--- src/rtl/ibl_pkg.sv ---
package ibl_pkg;
  localparam int WORD_W    = 16;
  localparam int NUM_WORDS = 12;
  localparam int CODE_W    = 3;
  localparam int LEN_W     = 1 << CODE_W;
  localparam int RING_AW   = 24;

  typedef enum logic [1:0] {ST_IDLE, ST_READ, ST_DONE} st_e;

  typedef struct packed {
    logic [RING_AW-1:0] base;
    logic [LEN_W-1:0]   len;
  } ring_t;

  // lo: base bits 15:0; hi: base bits 23:16 in [7:0], log2 count in [15:13]
  function automatic ring_t ring_decode(input logic [WORD_W-1:0] lo,
                                        input logic [WORD_W-1:0] hi);
    ring_t r;
    r.base = {hi[7:0], lo};
    r.len  = LEN_W'(1) << hi[WORD_W-1 -: CODE_W];
    return r;
  endfunction
endpackage

--- src/rtl/ibl_seq.sv ---
module ibl_seq #(
  parameter int ADDR_W    = 24,
  parameter int NUM_WORDS = 12,
  localparam int IDX_W    = $clog2(NUM_WORDS)
) (
  input  logic              clk_i,
  input  logic              rst_ni,
  input  logic              start_i,
  input  logic [ADDR_W-1:0] base_i,
  output logic              rd_o,
  output logic [ADDR_W-1:0] addr_o,
  output logic              cap_vld_o,
  output logic [IDX_W-1:0]  cap_idx_o,
  output logic              busy_o,
  output logic              last_o
);
  import ibl_pkg::*;

  localparam logic [IDX_W-1:0] LAST_IDX = IDX_W'(NUM_WORDS - 1);

  st_e               state_q;
  logic [IDX_W-1:0]  cnt_q;
  logic [ADDR_W-1:0] base_q;
  logic              cap_vld_q;
  logic [IDX_W-1:0]  cap_idx_q;

  always_ff @(posedge clk_i or negedge rst_ni) begin
    if (!rst_ni) begin
      state_q <= ST_IDLE;
      cnt_q   <= '0;
      base_q  <= '0;
    end else begin
      unique case (state_q)
        ST_IDLE: if (start_i) begin
          base_q  <= base_i;
          cnt_q   <= '0;
          state_q <= ST_READ;
        end
        ST_READ: begin
          cnt_q <= cnt_q + 1'b1;
          if (cnt_q == LAST_IDX) state_q <= ST_DONE;
        end
        ST_DONE: state_q <= ST_IDLE;
        default: state_q <= ST_IDLE;
      endcase
    end
  end

  // data returns one cycle after the read strobe
  always_ff @(posedge clk_i or negedge rst_ni) begin
    if (!rst_ni) begin
      cap_vld_q <= 1'b0;
      cap_idx_q <= '0;
    end else begin
      cap_vld_q <= (state_q == ST_READ);
      cap_idx_q <= cnt_q;
    end
  end

  assign rd_o      = (state_q == ST_READ);
  assign addr_o    = base_q + ADDR_W'({cnt_q, 1'b0});
  assign cap_vld_o = cap_vld_q;
  assign cap_idx_o = cap_idx_q;
  assign busy_o    = (state_q != ST_IDLE);
  assign last_o    = (state_q == ST_DONE);
endmodule

--- src/rtl/ibl_fields.sv ---
module ibl_fields #(
  parameter int NUM_WORDS = 12,
  localparam int IDX_W    = $clog2(NUM_WORDS)
) (
  input  logic                       clk_i,
  input  logic                       rst_ni,
  input  logic                       cap_vld_i,
  input  logic [IDX_W-1:0]           cap_idx_i,
  input  logic [ibl_pkg::WORD_W-1:0] rdata_i,
  input  logic                       commit_i,
  output logic [1:0]                 veto_nx_o,
  output logic [ibl_pkg::WORD_W-1:0] mode_o,
  output logic [47:0]                station_o,
  output logic [63:0]                filter_o,
  output ibl_pkg::ring_t             rx_ring_o,
  output ibl_pkg::ring_t             tx_ring_o
);
  import ibl_pkg::*;

  logic [WORD_W-1:0] stage_q [NUM_WORDS];
  logic [WORD_W-1:0] word_nx [NUM_WORDS];

  for (genvar i = 0; i < NUM_WORDS; i++) begin : g_word
    logic hit;
    assign hit        = cap_vld_i && (cap_idx_i == IDX_W'(i));
    assign word_nx[i] = hit ? rdata_i : stage_q[i];
    always_ff @(posedge clk_i or negedge rst_ni) begin
      if (!rst_ni)  stage_q[i] <= '0;
      else if (hit) stage_q[i] <= rdata_i;
    end
  end

  assign veto_nx_o = word_nx[0][1:0];

  // everything becomes visible together at commit
  always_ff @(posedge clk_i or negedge rst_ni) begin
    if (!rst_ni) begin
      mode_o    <= '0;
      station_o <= '0;
      filter_o  <= '0;
      rx_ring_o <= ring_decode('0, '0);
      tx_ring_o <= ring_decode('0, '0);
    end else if (commit_i) begin
      mode_o    <= word_nx[0];
      station_o <= {word_nx[3], word_nx[2], word_nx[1]};
      filter_o  <= {word_nx[7], word_nx[6], word_nx[5], word_nx[4]};
      rx_ring_o <= ring_decode(word_nx[8], word_nx[9]);
      tx_ring_o <= ring_decode(word_nx[10], word_nx[11]);
    end
  end
endmodule

--- src/rtl/ibl_ctrl.sv ---
module ibl_ctrl (
  input  logic       clk_i,
  input  logic       rst_ni,
  input  logic       start_i,
  input  logic       base_lsb_i,
  input  logic       commit_i,
  input  logic [1:0] veto_i,
  output logic       done_o,
  output logic       idon_o,
  output logic       misalign_o,
  output logic       rx_on_o,
  output logic       tx_on_o
);
  always_ff @(posedge clk_i or negedge rst_ni) begin
    if (!rst_ni) begin
      done_o     <= 1'b0;
      idon_o     <= 1'b0;
      misalign_o <= 1'b0;
      rx_on_o    <= 1'b0;
      tx_on_o    <= 1'b0;
    end else begin
      done_o <= commit_i;
      if (start_i) begin
        idon_o     <= 1'b0;
        misalign_o <= base_lsb_i;
        rx_on_o    <= 1'b0;
        tx_on_o    <= 1'b0;
      end else if (commit_i) begin
        idon_o  <= 1'b1;
        rx_on_o <= ~veto_i[0];
        tx_on_o <= ~veto_i[1];
      end
    end
  end
endmodule

--- src/rtl/init_block_loader.sv ---
module init_block_loader #(
  parameter int ADDR_W = 24
) (
  input  logic              clk_i,
  input  logic              rst_ni,
  input  logic              init_req_i,
  input  logic [15:0]       base_lo_i,
  input  logic [ADDR_W-17:0] base_hi_i,
  output logic              sram_rd_o,
  output logic [ADDR_W-1:0] sram_addr_o,
  input  logic [15:0]       sram_rdata_i,
  output logic              busy_o,
  output logic              done_o,
  output logic              idon_o,
  output logic              misalign_o,
  output logic [15:0]       mode_o,
  output logic              loopback_o,
  output logic [47:0]       station_addr_o,
  output logic [63:0]       addr_filter_o,
  output logic [23:0]       rx_ring_base_o,
  output logic [7:0]        rx_ring_len_o,
  output logic [23:0]       tx_ring_base_o,
  output logic [7:0]        tx_ring_len_o,
  output logic              rx_on_o,
  output logic              tx_on_o
);
  import ibl_pkg::*;

  localparam int IDX_W = $clog2(NUM_WORDS);

  logic              start;
  logic [ADDR_W-1:0] base;
  logic              cap_vld;
  logic [IDX_W-1:0]  cap_idx;
  logic              commit;
  logic [1:0]        veto_nx;
  ring_t             rx_ring, tx_ring;

  assign base  = {base_hi_i, base_lo_i};
  assign start = init_req_i && !busy_o;

  ibl_seq #(.ADDR_W(ADDR_W), .NUM_WORDS(NUM_WORDS)) u_seq (
    .clk_i, .rst_ni,
    .start_i  (start),
    .base_i   (base),
    .rd_o     (sram_rd_o),
    .addr_o   (sram_addr_o),
    .cap_vld_o(cap_vld),
    .cap_idx_o(cap_idx),
    .busy_o   (busy_o),
    .last_o   (commit)
  );

  ibl_fields #(.NUM_WORDS(NUM_WORDS)) u_fields (
    .clk_i, .rst_ni,
    .cap_vld_i(cap_vld),
    .cap_idx_i(cap_idx),
    .rdata_i  (sram_rdata_i),
    .commit_i (commit),
    .veto_nx_o(veto_nx),
    .mode_o   (mode_o),
    .station_o(station_addr_o),
    .filter_o (addr_filter_o),
    .rx_ring_o(rx_ring),
    .tx_ring_o(tx_ring)
  );

  ibl_ctrl u_ctrl (
    .clk_i, .rst_ni,
    .start_i   (start),
    .base_lsb_i(base[0]),
    .commit_i  (commit),
    .veto_i    (veto_nx),
    .done_o    (done_o),
    .idon_o    (idon_o),
    .misalign_o(misalign_o),
    .rx_on_o   (rx_on_o),
    .tx_on_o   (tx_on_o)
  );

  assign loopback_o     = mode_o[2];
  assign rx_ring_base_o = rx_ring.base;
  assign rx_ring_len_o  = rx_ring.len;
  assign tx_ring_base_o = tx_ring.base;
  assign tx_ring_len_o  = tx_ring.len;
endmodule

--- config.mk ---
export PLATFORM = sky130hd
export DESIGN_NAME = init_block_loader
export DESIGN_NICKNAME = d
export VERILOG_FILES = /design/src/rtl/ibl_pkg.sv /design/src/rtl/ibl_seq.sv /design/src/rtl/ibl_fields.sv /design/src/rtl/ibl_ctrl.sv /design/src/rtl/init_block_loader.sv
export SDC_FILE = /design/constraint.sdc
export NUM_CORES = 1
export LEC_CHECK = 0
export BUFFER_PORTS_ARGS = -buffer_cell sky130_fd_sc_hd__buf_2
export CAP_MARGIN = 20
export CORE_ASPECT_RATIO = 1.4
export CORE_MARGIN = 2
export CORE_UTILIZATION = 54
export DETAILED_ROUTE_END_ITERATION = 8
export PLACE_DENSITY_LB_ADDON = 0.05
export SLEW_MARGIN = 20
export SYNTH_ARGS = -nofsm -noshare
export SYNTH_HDL_FRONTEND = slang
export SYNTH_SLANG_ARGS = --single-unit
--- constraint.sdc ---
create_clock -name clk_i -period 6.1 [get_ports clk_i]
set_clock_uncertainty 0.05 [all_clocks]
set_input_delay 1.22 -clock clk_i [delete_from_list [all_inputs] [get_ports clk_i]]
set_output_delay 1.22 -clock clk_i [all_outputs]
set_load 0.005 [all_outputs]
---- After elaboration in Yosys (flattened, before gate mapping) ----
Cells that the tools add are included.
word-level totals
  bits in registers ....................... 424
cells by class
  $add $sub $neg .......................... 2
  eq/ne operators ......................... 16
  shifts and indexed selects .............. 2
  multiplexer cells ....................... 23
  bitwise operators ....................... 2
  reduce and logical (&&, ||, !) cells .... 22
operator list
  kind                                              number
  two-way mux 16 bit                                12
  adder 24 x 5 -> 24 bit                            1
  == test 4 bit (second input constant)             5
  == test 4 x 3 -> 1 bit (second input constant)    4
  << shifter 1 x 3 -> 8 bit (first input constant)  2
  logical AND 1 bit                                 13
  == test 4 x 2 -> 1 bit (second input constant)    2
  one-hot mux 4 bit (2 select lines)                1
  two-way mux 1 bit                                 6
  AND reduction 2 bit                               3
  nonzero test 2 bit                                3
  adder 4 x 1 -> 4 bit (second input constant)      1
  == test 4 x 1 -> 1 bit (second input constant)    1
  logical NOT 4 bit                                 1
  two-way mux 2 bit                                 2
  two-way mux 4 bit                                 1
  one-hot mux 2 bit (2 select lines)                1
  == test 2 x 1 -> 1 bit (second input constant)    1
  == test 2 bit (second input constant)             1
  logical NOT 2 bit                                 1
  != test 2 x 1 -> 1 bit (second input constant)    1
  != test 2 bit (second input constant)             1
  inverter 1 bit                                    2
  logical NOT 1 bit                                 1

---- Depth between registers and ports, before layout ----
Gate-level depths: netlist of the first run.
  depth after elaboration ................. 6
  depth in mapped cells ................... 7
  mapped depth without buffers ............ 6

---- Modules after synthesis ----
Synthesis of the first run repeated with hierarchy kept, for this count alone.
unflattened totals
  cell total of the unflattened synthesis .. 1,708
  area, all modules ....................... 16,957.5 um^2
by module, submodules not included
  module             instances  cells each  area an instance (um^2)  sequential area each (um^2)
  ibl_fields         1          1,493       14,918.1                 9,361.5
  ibl_seq            1          200         1,840.5                  875.8
  ibl_ctrl           1          13          177.7                    125.1
  init_block_loader  1          2           21.3                     0.0

---- Worst setup path before layout of the first run ----
OpenSTA, ideal clock, no wires.
  path kind ............................... register to output
  from .................................... reg u_seq.cnt_q[0]
  to ...................................... out sram_addr_o[11]
  arrival time ............................ 1,586 ps
  required time ........................... 4,830 ps
  setup slack ............................. 3,244 ps
  cell stages (with the launch flop) ...... 7
  path buffers ............................ 0
  cell sequence ........................... dfrtp_1 -> ha_1 -> fa_1 -> nand3_1 -> a21boi_2 -> and3_1 -> xor2_1
between the ends
  word-level cells in the longest chain between the ends .. 1
ends and longest elaborated chain
  what                      line                     source
  start: declaration        ibl_seq.sv:22            logic [IDX_W-1:0] cnt_q;
  start signal: assignment  ibl_seq.sv:40            cnt_q <= cnt_q + 1'b1;
  adder 24 x 5 -> 24 bit    ibl_seq.sv:61            assign addr_o = base_q + ADDR_W'({cnt_q, 1'b0});
  end: declaration          init_block_loader.sv:10  output logic [ADDR_W-1:0] sram_addr_o,
Every way passes these cells.

---- Worst setup path after layout of the first run ----
  from .................................... reg u_seq.cnt_q[2]
  to ...................................... out sram_addr_o[20]
Same word-level chain as after synthesis.

==> results of run 1 <==
[worst paths after layout]
| kind | startpoint | endpoint |
|---|---|---|
| worst min-delay path | u_seq.cnt_q[3] | u_seq.cap_idx_o[3] |
| max in group asynchronous | rst_ni | u_seq.base_q[13] |
| min in group asynchronous | rst_ni | u_fields.station_o[27] |
| worst min register to register | u_seq.cnt_q[3] | u_seq.cap_idx_o[3] |
| worst max register to register | u_seq.state_q[0] | u_fields.rx_ring_o[29] |
| worst max-delay path | u_seq.cnt_q[2] | sram_addr_o[20] |
[critical path: cells and delay by family (launching register included)]
family	cells	cell delay (ps)
AND/OR/NAND/NOR	1	200
AO/OA/AOI/OAI	2	680
flip-flops	1	440
buffers and inverters	1	130
XOR/XNOR	1	180
adder cells (fa/ha/maj)	1	370
[state kept, by name, indices dropped and copies added, names as in the netlist]
signal / cells
u_seq.state_q: 2
u_fields.filter_o: 64
u_ctrl.tx_on_o: 1
u_fields.rx_ring_o: 32
u_ctrl.done_o: 1
u_ctrl.idon_o: 1
u_fields.tx_ring_o: 32
u_fields.station_o: 48
u_fields.stage_q: 182
u_seq.cap_vld_o: 1
u_seq.cnt_q: 4
u_seq.cap_idx_o: 4
u_seq.base_q: 24
u_fields.mode_o: 16
u_ctrl.rx_on_o: 1
[metrics by stage]
step,hold slack (ps),setup WS (ps)
after detailed placement,389,2830
after floorplan,361,3240
after CTS,404,2240
after global placement,380,2880
after global routing,429,2120
final,412,2290
[report_power, final]
group	internal (mW)	leakage, nW	switching [mW]
Combinational	1.92	3.41	1.45
Clock	1.58	0.709	1.02
Sequential	4.10	4.87	0.644
Total	7.60	8.98	3.12
[cells in the final DEF, fill, tap and decap left out, types with 10 or more instances in the layout]
master and n:
clkbuf_8 11, mux2i_1 12, mux2_4 57, dfrtp_1 411
clkinv_2 12, xnor2_1 18, nand2_1 94, clkbuf_16 41
mux2_1 10, buf_2 265, nand4_1 12, o21ai_0 10
mux2_2 289, nor2_1 22
[final cells by class]
type,instances,area [µm²]
timing repair buffer,274,1430
tap,385,482
multi-input combinational,597,5670
sequential,413,10300
clock inverter,19,226
fill,2272,10500
clock buffer,54,1180
inverter,4,22.5
[cells by family (layout without fill, tap and decap cells)]
family          after synthesis  in the layout  share of synthesized area
fa+ha+maj                     6              6                    0.00505
buf+inv                      69            351                     0.0211
flops                       413            413                      0.632
compound gates               30             30                     0.0125
simple gates                171            171                     0.0514
xor+xnor                     22             22                     0.0118
mux                         368            368                      0.266
[layer usage]
layer  GRT usage  part of all wire  vias up
li1            -                 -     4227
met1       0.300              0.42     4787
met2       0.372              0.50      209
met3      0.0485             0.057       51
met4      0.0609             0.023        0
met5           0                 0        -
==> reports/metrics.cfg, run 1 <==
[status]
outcome = completed

[route]
routed_via_density = 5.31
drtAntennaViolNets = 0
vias = 9274
route.detailed.drc = 0
wl_per_cell_um = 19.8
drt-initial-drc-count = 390
drt-total-wl_um = 34600
first_pass_iters = 4

[clocking]
htree_levels = 2
cts_root_buf = clkbuf_16
cts_resized = 0
clk_latency_ps = 520
ctsHoldBuffers = 0
cts_setup_buffers = 0
cts_sinks = 413
clk_pin_slew_ps = 60
cts_tree = built
cts_buffers = 41
clk_path_buf_depth = 3

[sta]
tns_ps = 0
fin_crit_sh = 0.624
slew-limit-headroom = 0.292
hold_viol_final = 0
worst_pin_slew_ps = 1060
fin_crit_ps = 3810
maxSlewViolCount = 0
max_freq_mhz = 263
rsz0062_at_grt = false
finalSetupViolCount = 0

[place]
portBuffers = 266
place_inst = 1672
hpwlAfterDp_um = 22900
place_area_um2 = 17900
gp_congestion = 0.773

[layout]
syn_to_final_growth_pct = 18.4
num-nets-final = 1380
fin_area_um2 = 19400
final_cells = 1746
utilization = 0.649
diodes = 0
layout-drive-gt1-share = 0.520

[worst_setup_path]
endpoint_kind = output pin
ff2ff_setup_slack_ps = 3130
max_stage_delay_ps = 570
path_max_fanout = 9
cp_data_required_time_ps = 4830
criticalPathCategory = reg2out
cp.arrival_ps = 2540
cp-start-kind = flip-flop
cpMaxStageDelayCell = o21bai_1
cp_cell_sequence = ha_1 > o21ai_0 > o21bai_1 > nand4_1 > xnor2_1 > buf_2
ff2ff_path_depth = 4

[floorplanning]
die_w_um = 151
rows = 75
fp.dieH_um = 210
ios = 267
dieArea_um2 = 31700
start_util = 0.548
core-area_um2 = 29800

[grt]
grt_overflow = 0
grt_pass1_vias = 9592
antenna_found_initial = 1
grt_pass1_wl_um = 54500
gr-usage-all-layers = 0.224
grt_max_degree = 106

[pwr]
pwr_density_cell_nw_per_um2 = 554
vdd_drop_max_mv = 0.301
finalPower_mw = 10.7
power.leakage_nw = 8.98

[synthesis]
netlist.top_cell.by_area = dfrtp_1
synthCells = 1079
ys_seq_elements = 413
synthFlopType = dfrtp_1
seq_area_frac_synth = 0.632
syn-cell-area_um2 = 16300
post-synth-top-area-fraction = 0.629
synthTopCellsByArea = dfrtp_1, mux2_2, mux2_4, nand2_1, xnor2_1
synth_nets = 1128
yosys-top-cells-count = dfrtp_1, mux2_2, nand2_1, mux2_4, clkbuf_1
synth.avg_cell_area_um2 = 15.1
synth-edff-count = 0
synth_warnings = 0
async_flop_share = 1.00
yosysMostFrequentCell = dfrtp_1
yosysUniqueCellTypes = 43

[hold_path]
min_path_cells = 0
hold_path_class = reg2reg

[job]
maxCapViolCount = 0

Note: power is estimated with default switching activity, not from simulation.
==> run 2: changes to the inputs <==
CORE_UTILIZATION = 51   (was 54)
clock period = 3.35 ns   (was 6.1 ns; I/O delays follow)
==> reports/metrics.cfg, run 2 (synthesis results as in run 1) <==
[place]
portBuffers = 266  ; unchanged
hpwlAfterDp_um = 23800  ; +4.1%
place_area_um2 = 18100  ; +1.1%
gp_congestion = 0.776  ; +0.39%
place_inst = 1702  ; +1.8%

[worst_setup_path]
crit_buf_inv = 1  ; unchanged
max_stage_delay_ps = 450  ; -120 ps
cp-start-kind = flip-flop
cp-startpoint = u_seq.cnt_q[0]
rr_startpoint = u_seq.state_q[0]
cp_cell_sequence = ha_1 > fa_1 > nand3_1 > a21boi_4 > and3_1 > xor2_1 > buf_2
cp_data_required_time_ps = 2630  ; -2200 ps
path_max_fanout = 7  ; -2
endpoint_kind = output pin
cpMaxStageDelayCell = dfrtp_1
criticalPathCategory = reg2out
cp.arrival_ps = 2430  ; -110 ps
cp_top_family = adder cells

[sta]
worst_pin_slew_ps = 1020  ; -39.1 ps
fin_hold_ws_ps = 88.9  ; -323 ps
rsz0062_at_grt = false
tns_ps = 0  ; unchanged
fin_crit_sh = 0.940
hold_viol_final = 0  ; unchanged
slew-limit-headroom = 0.318  ; +0.0260
fin_crit_ps = 3150
max_freq_mhz = 318
maxSlewViolCount = 0  ; unchanged
finalSetupViolCount = 0  ; unchanged

[status]
outcome = completed

[floorplanning]
start_util = 0.517  ; -0.0305
core-area_um2 = 31600  ; +5.9%
rows = 77  ; +2.7%
ios = 267  ; unchanged
dieArea_um2 = 33500  ; +5.7%
fp.dieH_um = 216  ; +2.8%
die_w_um = 155  ; +2.8%

[pwr]
vdd_drop_max_mv = 0.543  ; +81%
sw_frac_of_total = 0.294  ; +0.00322
finalPower_mw = 19.4  ; +81%
power.internal_mw = 13.7  ; +80%
pwr_density_cell_nw_per_um2 = 993  ; +79%
power.share.clock = 0.233  ; -0.009
power_frac_seq = 0.449  ; +0.006
pwr-share-comb = 0.318  ; +0.003
net-switching-power_mw = 5.69  ; +83%
power.leakage_nw = 9.05  ; +0.75%

[layout]
top_register = u_fields.stage_q
final_cells = 1777  ; +1.8%
fin_area_um2 = 19500  ; +0.69%
syn_to_final_growth_pct = 19.3
num-nets-final = 1401  ; +1.5%
layout-drive-gt1-share = 0.522  ; +0.00150
multi_input_area_um2 = 5680  ; +0.20%
reg.largest.list = u_fields.stage_q (182), u_fields.filter_o (64), u_fields.station_o (48)
diodes = 0  ; unchanged
mostFrequentLayoutCell = dfrtp_1
register_area_um2 = 10300  ; unchanged
final_cell_mix = dfrtp_1, mux2_2, buf_2, nand2_1, mux2_4
nFillCells = 2521  ; +11%
largest_reg_flops = 182  ; unchanged

[route]
drt-initial-drc-count = 354  ; -9.2%
drtAntennaViolNets = 0  ; unchanged
first_pass_iters = 4  ; unchanged
wl_per_cell_um = 20.2  ; +2.1%
vias = 9364  ; +0.97%
route.detailed.drc = 0  ; unchanged
routed_via_density = 5.27  ; -0.79%
drt-total-wl_um = 35900  ; +3.9%

[clocking]
clk_pin_slew_ps = 60  ; about the same
cts_tree = built
cts_root_buf = clkbuf_16
ctsHoldBuffers = 0  ; unchanged
clk_latency_ps = 530  ; about the same
cts_buffers = 41  ; unchanged
cts_sinks = 413  ; unchanged
htree_levels = 2  ; unchanged
clk_path_buf_depth = 3  ; unchanged

[grt]
grt_pass1_vias = 9708  ; +1.2%
grt_max_degree = 82  ; -23%
grt_overflow = 0  ; unchanged
grt_pass1_wl_um = 56400  ; +3.5%
antenna_found_initial = 0  ; -1
gr-usage-all-layers = 0.216  ; -0.00757

[job]
maxCapViolCount = 0  ; unchanged

[hold_path]
hold_path_class = in2async

run 2: cell types whose count changed in the layout (fill, tap and decap cells not counted), sizes merged:
cell,before,now
buf,274,295
clkinv,13,3
bufinv,5,1
clkbuf,54,67
clkinvlp,1,2
run 2: power groups by stage:
stage / sequential [mW] / combinational, mW / clock [mW]
final: 8.70 / 6.15 / 4.51
after global routing: 8.98 / 6.77 / 4.83
after CTS: 8.73 / 6.25 / 4.63
after detailed placement: 8.79 / 6.22 / 0
after global placement: 8.72 / 6.09 / 0
after floorplan: 8.57 / 3.85 / 0
run 2: layer usage:
metal  up-vias  track usage  share of wire
met3        39       0.0414          0.045
met5         -            0              0
met4         0       0.0514          0.016
met2       194        0.364           0.50
li1       4271            -              -
met1      4860        0.294           0.44
run 2: layout make-up:
cell class | count | share of cell area
inverters | 4 | 0.00116
repair buffers | 295 | 0.0832
flip-flops and latches | 413 | 0.530
clock buffers | 67 | 0.0653
multi-input cells | 597 | 0.292
well taps | 395 | 0.0254
clock inverters | 6 | 0.00308
run 2: final timing paths:
| check | slack (ps) | cells past startpoint | endpoint |
|---|---|---|---|
| min reg2reg | 400 | 0 | u_seq.cap_idx_o[3] |
| min in group clk_i | 280 | 3 | u_seq.base_q[6] |
| max | 200 | 7 | sram_addr_o[11] |
| max in group asynchronous | 2250 | 2 | u_fields.rx_ring_o[0] |
| min | 90 | 1 | u_fields.station_o[27] |
| max reg2reg | 890 | 4 | u_fields.filter_o[55] |
run 2: what timing repair did:
action / in CTS / in global routing
setup endpoints to repair: 0 / 13
buffers inserted: 0 / 2
resized for setup: 0 / 2
run 2: per-stage QoR:
stage	worst slack (ps)	utilization
6_report	202	0.617
5_1_grt	36.9	0.617
4_1_cts	41.6	0.616
3_5_place_dp	622	0.574
3_3_place_gp	661	0.574
2_1_floorplan	1040	-
==> run 3: changes to the inputs <==
ABC_AREA = 1   (was unset)
==> reports/metrics.cfg, run 3 <==
[layout]
largest_reg_flops = 182  ; unchanged
layout-drive-gt1-share = 0.177  ; -0.345
top_register = u_fields.stage_q
num-nets-final = 2097  ; +50%
syn_to_final_growth_pct = 19.5
register_area_um2 = 10300  ; unchanged
nFillCells = 2822  ; +12%
multi_input_area_um2 = 5300  ; -6.8%
diodes = 0  ; unchanged
mostFrequentLayoutCell = nand2_1
reg.largest.list = u_fields.stage_q (182), u_fields.filter_o (64), u_fields.station_o (48)
final_cell_mix = nand2_1, dfrtp_1, buf_2, o21ai_0, o21ai_1

[worst_setup_path]
cp-startpoint = u_seq.cnt_q[0]
ff2ff_path_depth = 8  ; +4
cp_cell_sequence = ha_1 > fa_1 > nand2_1 > nand3_1 > nand3b_1 > nor2_1 > xor2_1 > buf_2
crit_buf_inv = 1  ; unchanged
cp_data_required_time_ps = 2630  ; about the same
path_max_fanout = 6  ; -1
rr_startpoint = u_seq.cap_idx_o[3]
cp.depth = 8  ; +1
endpoint_kind = output pin
ff2ff_setup_slack_ps = 1230  ; +340 ps
cp.arrival_ps = 2360  ; -70 ps
cp_top_family = adder cells
max_stage_delay_ps = 440  ; about the same
criticalPathCategory = reg2out
cp-start-kind = flip-flop
cpMaxStageDelayCell = dfrtp_1

[route]
vias = 12810  ; +37%
wl_per_cell_um = 17.6  ; -13%
drtAntennaViolNets = 0  ; unchanged
routed_via_density = 5.18  ; -1.7%
first_pass_iters = 5  ; +1
route.detailed.drc = 0  ; unchanged
drt-initial-drc-count = 924  ; +160%
drt-total-wl_um = 43600  ; +22%

[synthesis]
synthCells = 1805  ; +67%
syn-cell-area_um2 = 16200  ; -1.2%
yosys-top-cells-count = nand2_1, dfrtp_1, o21ai_0, o21ai_1, nor2_1
synth_mux_area_frac = 0  ; -0.266
ys_seq_elements = 413  ; unchanged
synthFlopType = dfrtp_1
synth_nets = 1854  ; +64%
synth_top_family_by_area = simple AND/OR/NAND/NOR gates
yosysUniqueCellTypes = 30  ; -30%
synthTopCellsByArea = dfrtp_1, nand2_1, o21ai_0, o21ai_1, nor2_1
synth-compound-area-share = 0.0722  ; +0.0597
yosysMostFrequentCell = nand2_1
netlist.top_cell.by_area = dfrtp_1
post-synth-top-area-fraction = 0.637  ; +0.00751
synth_xor_area_frac = 0.00542  ; -0.00637
synthAdderAreaFrac = 0.00511  ; +0.0000603
synth_warnings = 0  ; unchanged
synth-edff-count = 0  ; unchanged
synthSimpleGateAreaFrac = 0.245  ; +0.193
synth.avg_cell_area_um2 = 8.95  ; -41%
seq_area_frac_synth = 0.640  ; +0.00755
async_flop_share = 1.00  ; unchanged

[place]
place_ws_ps = 823  ; +201 ps
gp_congestion = 0.864  ; +11%
hpwlAfterDp_um = 29200  ; +23%
portBuffers = 266  ; unchanged

[pwr]
power.leakage_nw = 10.1  ; +12%
pwr_density_cell_nw_per_um2 = 1010  ; +1.6%
vdd_drop_max_mv = 0.540  ; -0.63%

[sta]
worst_pin_slew_ps = 1130  ; +107 ps
slew-limit-headroom = 0.247  ; -0.0714
max_freq_mhz = 325  ; +2.3%
tns_ps = 0  ; unchanged
maxSlewViolCount = 0  ; unchanged
fin_ws_ps = 272  ; +70.1 ps
finalSetupViolCount = 0  ; unchanged
fin_crit_ps = 3080  ; -70.1 ps
rsz0062_at_grt = false
hold_viol_final = 0  ; unchanged
fin_crit_sh = 0.919  ; -0.0209

[grt]
grt_pass1_wl_um = 69000  ; +23%
met2_usage = 0.447  ; +0.0839
grt_pass1_vias = 12635  ; +30%
gr-usage-all-layers = 0.266  ; +0.0499
antenna_found_initial = 0  ; unchanged
grt_max_degree = 211  ; +160%
met3_usage = 0.0582  ; +0.0168
grtUsageMet1 = 0.350  ; +0.0566
grt_overflow = 0  ; unchanged
top_usage_layer = met2

[clocking]
cts_root_buf = clkbuf_16
cts_tree = built
cts_buffers = 39  ; -4.9%
cts_resized = 0  ; unchanged
clk_path_buf_depth = 3  ; unchanged
cts_sinks = 413  ; unchanged
htree_levels = 2  ; unchanged
cts_setup_buffers = 0  ; unchanged
ctsHoldBuffers = 0  ; unchanged
clk_latency_ps = 530  ; about the same
clk_pin_slew_ps = 70  ; about the same

[floorplanning]
dieArea_um2 = 33100  ; -1.2%
fp.dieH_um = 215  ; -0.58%
start_util = 0.514  ; -0.00296
die_w_um = 154  ; -0.58%
ios = 267  ; unchanged
core-area_um2 = 31400  ; -0.61%
rows = 77  ; unchanged

[job]
maxCapViolCount = 0  ; unchanged

[hold_path]
hold_path_class = in2async

[status]
outcome = completed

==> run 3: changes by cell type in the layout (fill, tap and decap cells not counted), sizes merged, moves of 13 or more <==
cell	before	now
nand2	95	893
clkbuf	67	54
inv	4	46
nand3	5	28
nor2	28	79
o21ai	10	186
a31oi	0	32
mux2	356	0
xnor2	18	2
==> run 3: cells by family (layout without fill, tap and decap cells) <==
logic type	count (synthesis)	in the layout
flip-flops	413	413
XOR/XNOR	10	10
adder cells (fa/ha/maj)	6	6
AO/OA/AOI/OAI	223	223
AND/OR/NAND/NOR	1019	1019
buffers and inverters	134	407
==> run 3: per-stage QoR <==
step                      utilization  instance area, µm²  hold slack, ps  power, mW  cells
after floorplan                     -               16200             324       12.0   1805
after global placement          0.570               17900             382       14.6   2402
after detailed placement        0.570               17900             385       14.8   2402
after CTS                       0.614               19300             101       19.6   2473
after global routing            0.614               19300             113       20.9   2473
final                           0.614               19300            61.0       19.5   2473
==> run 3: layout make-up <==
| type | count | share of cell area |
|---|---|---|
| sequential | 413 | 0.536 |
| multi-input combinational | 1258 | 0.274 |
| clock inverter | 17 | 0.0136 |
| inverter | 47 | 0.00940 |
| clock buffer | 54 | 0.0588 |
| tap | 395 | 0.0256 |
| timing repair buffer | 289 | 0.0823 |
==> run 3: layer usage <==
metal,wire length [µm],share of wire
met4,1110,0.026
met3,2730,0.063
met1,18100,0.42
met5,0,0
met2,21700,0.50
==> run 3: power breakdown <==
| group | internal [mW] | switching [mW] |
|---|---|---|
| logic | 2.40 | 3.53 |
| registers | 7.44 | 1.32 |
| clock network | 2.91 | 1.85 |
| total | 12.8 | 6.70 |
==> run 3: path summary, 6_finish.rpt <==
kind                                          to
setup / recovery                 sram_addr_o[15]
hold / removal             u_fields.filter_o[25]
setup reg to reg           u_fields.tx_ring_o[2]
hold reg to reg               u_seq.cap_idx_o[3]
max in group asynchronous  u_fields.stage_q[146]
min in group clk_i               u_seq.base_q[6]
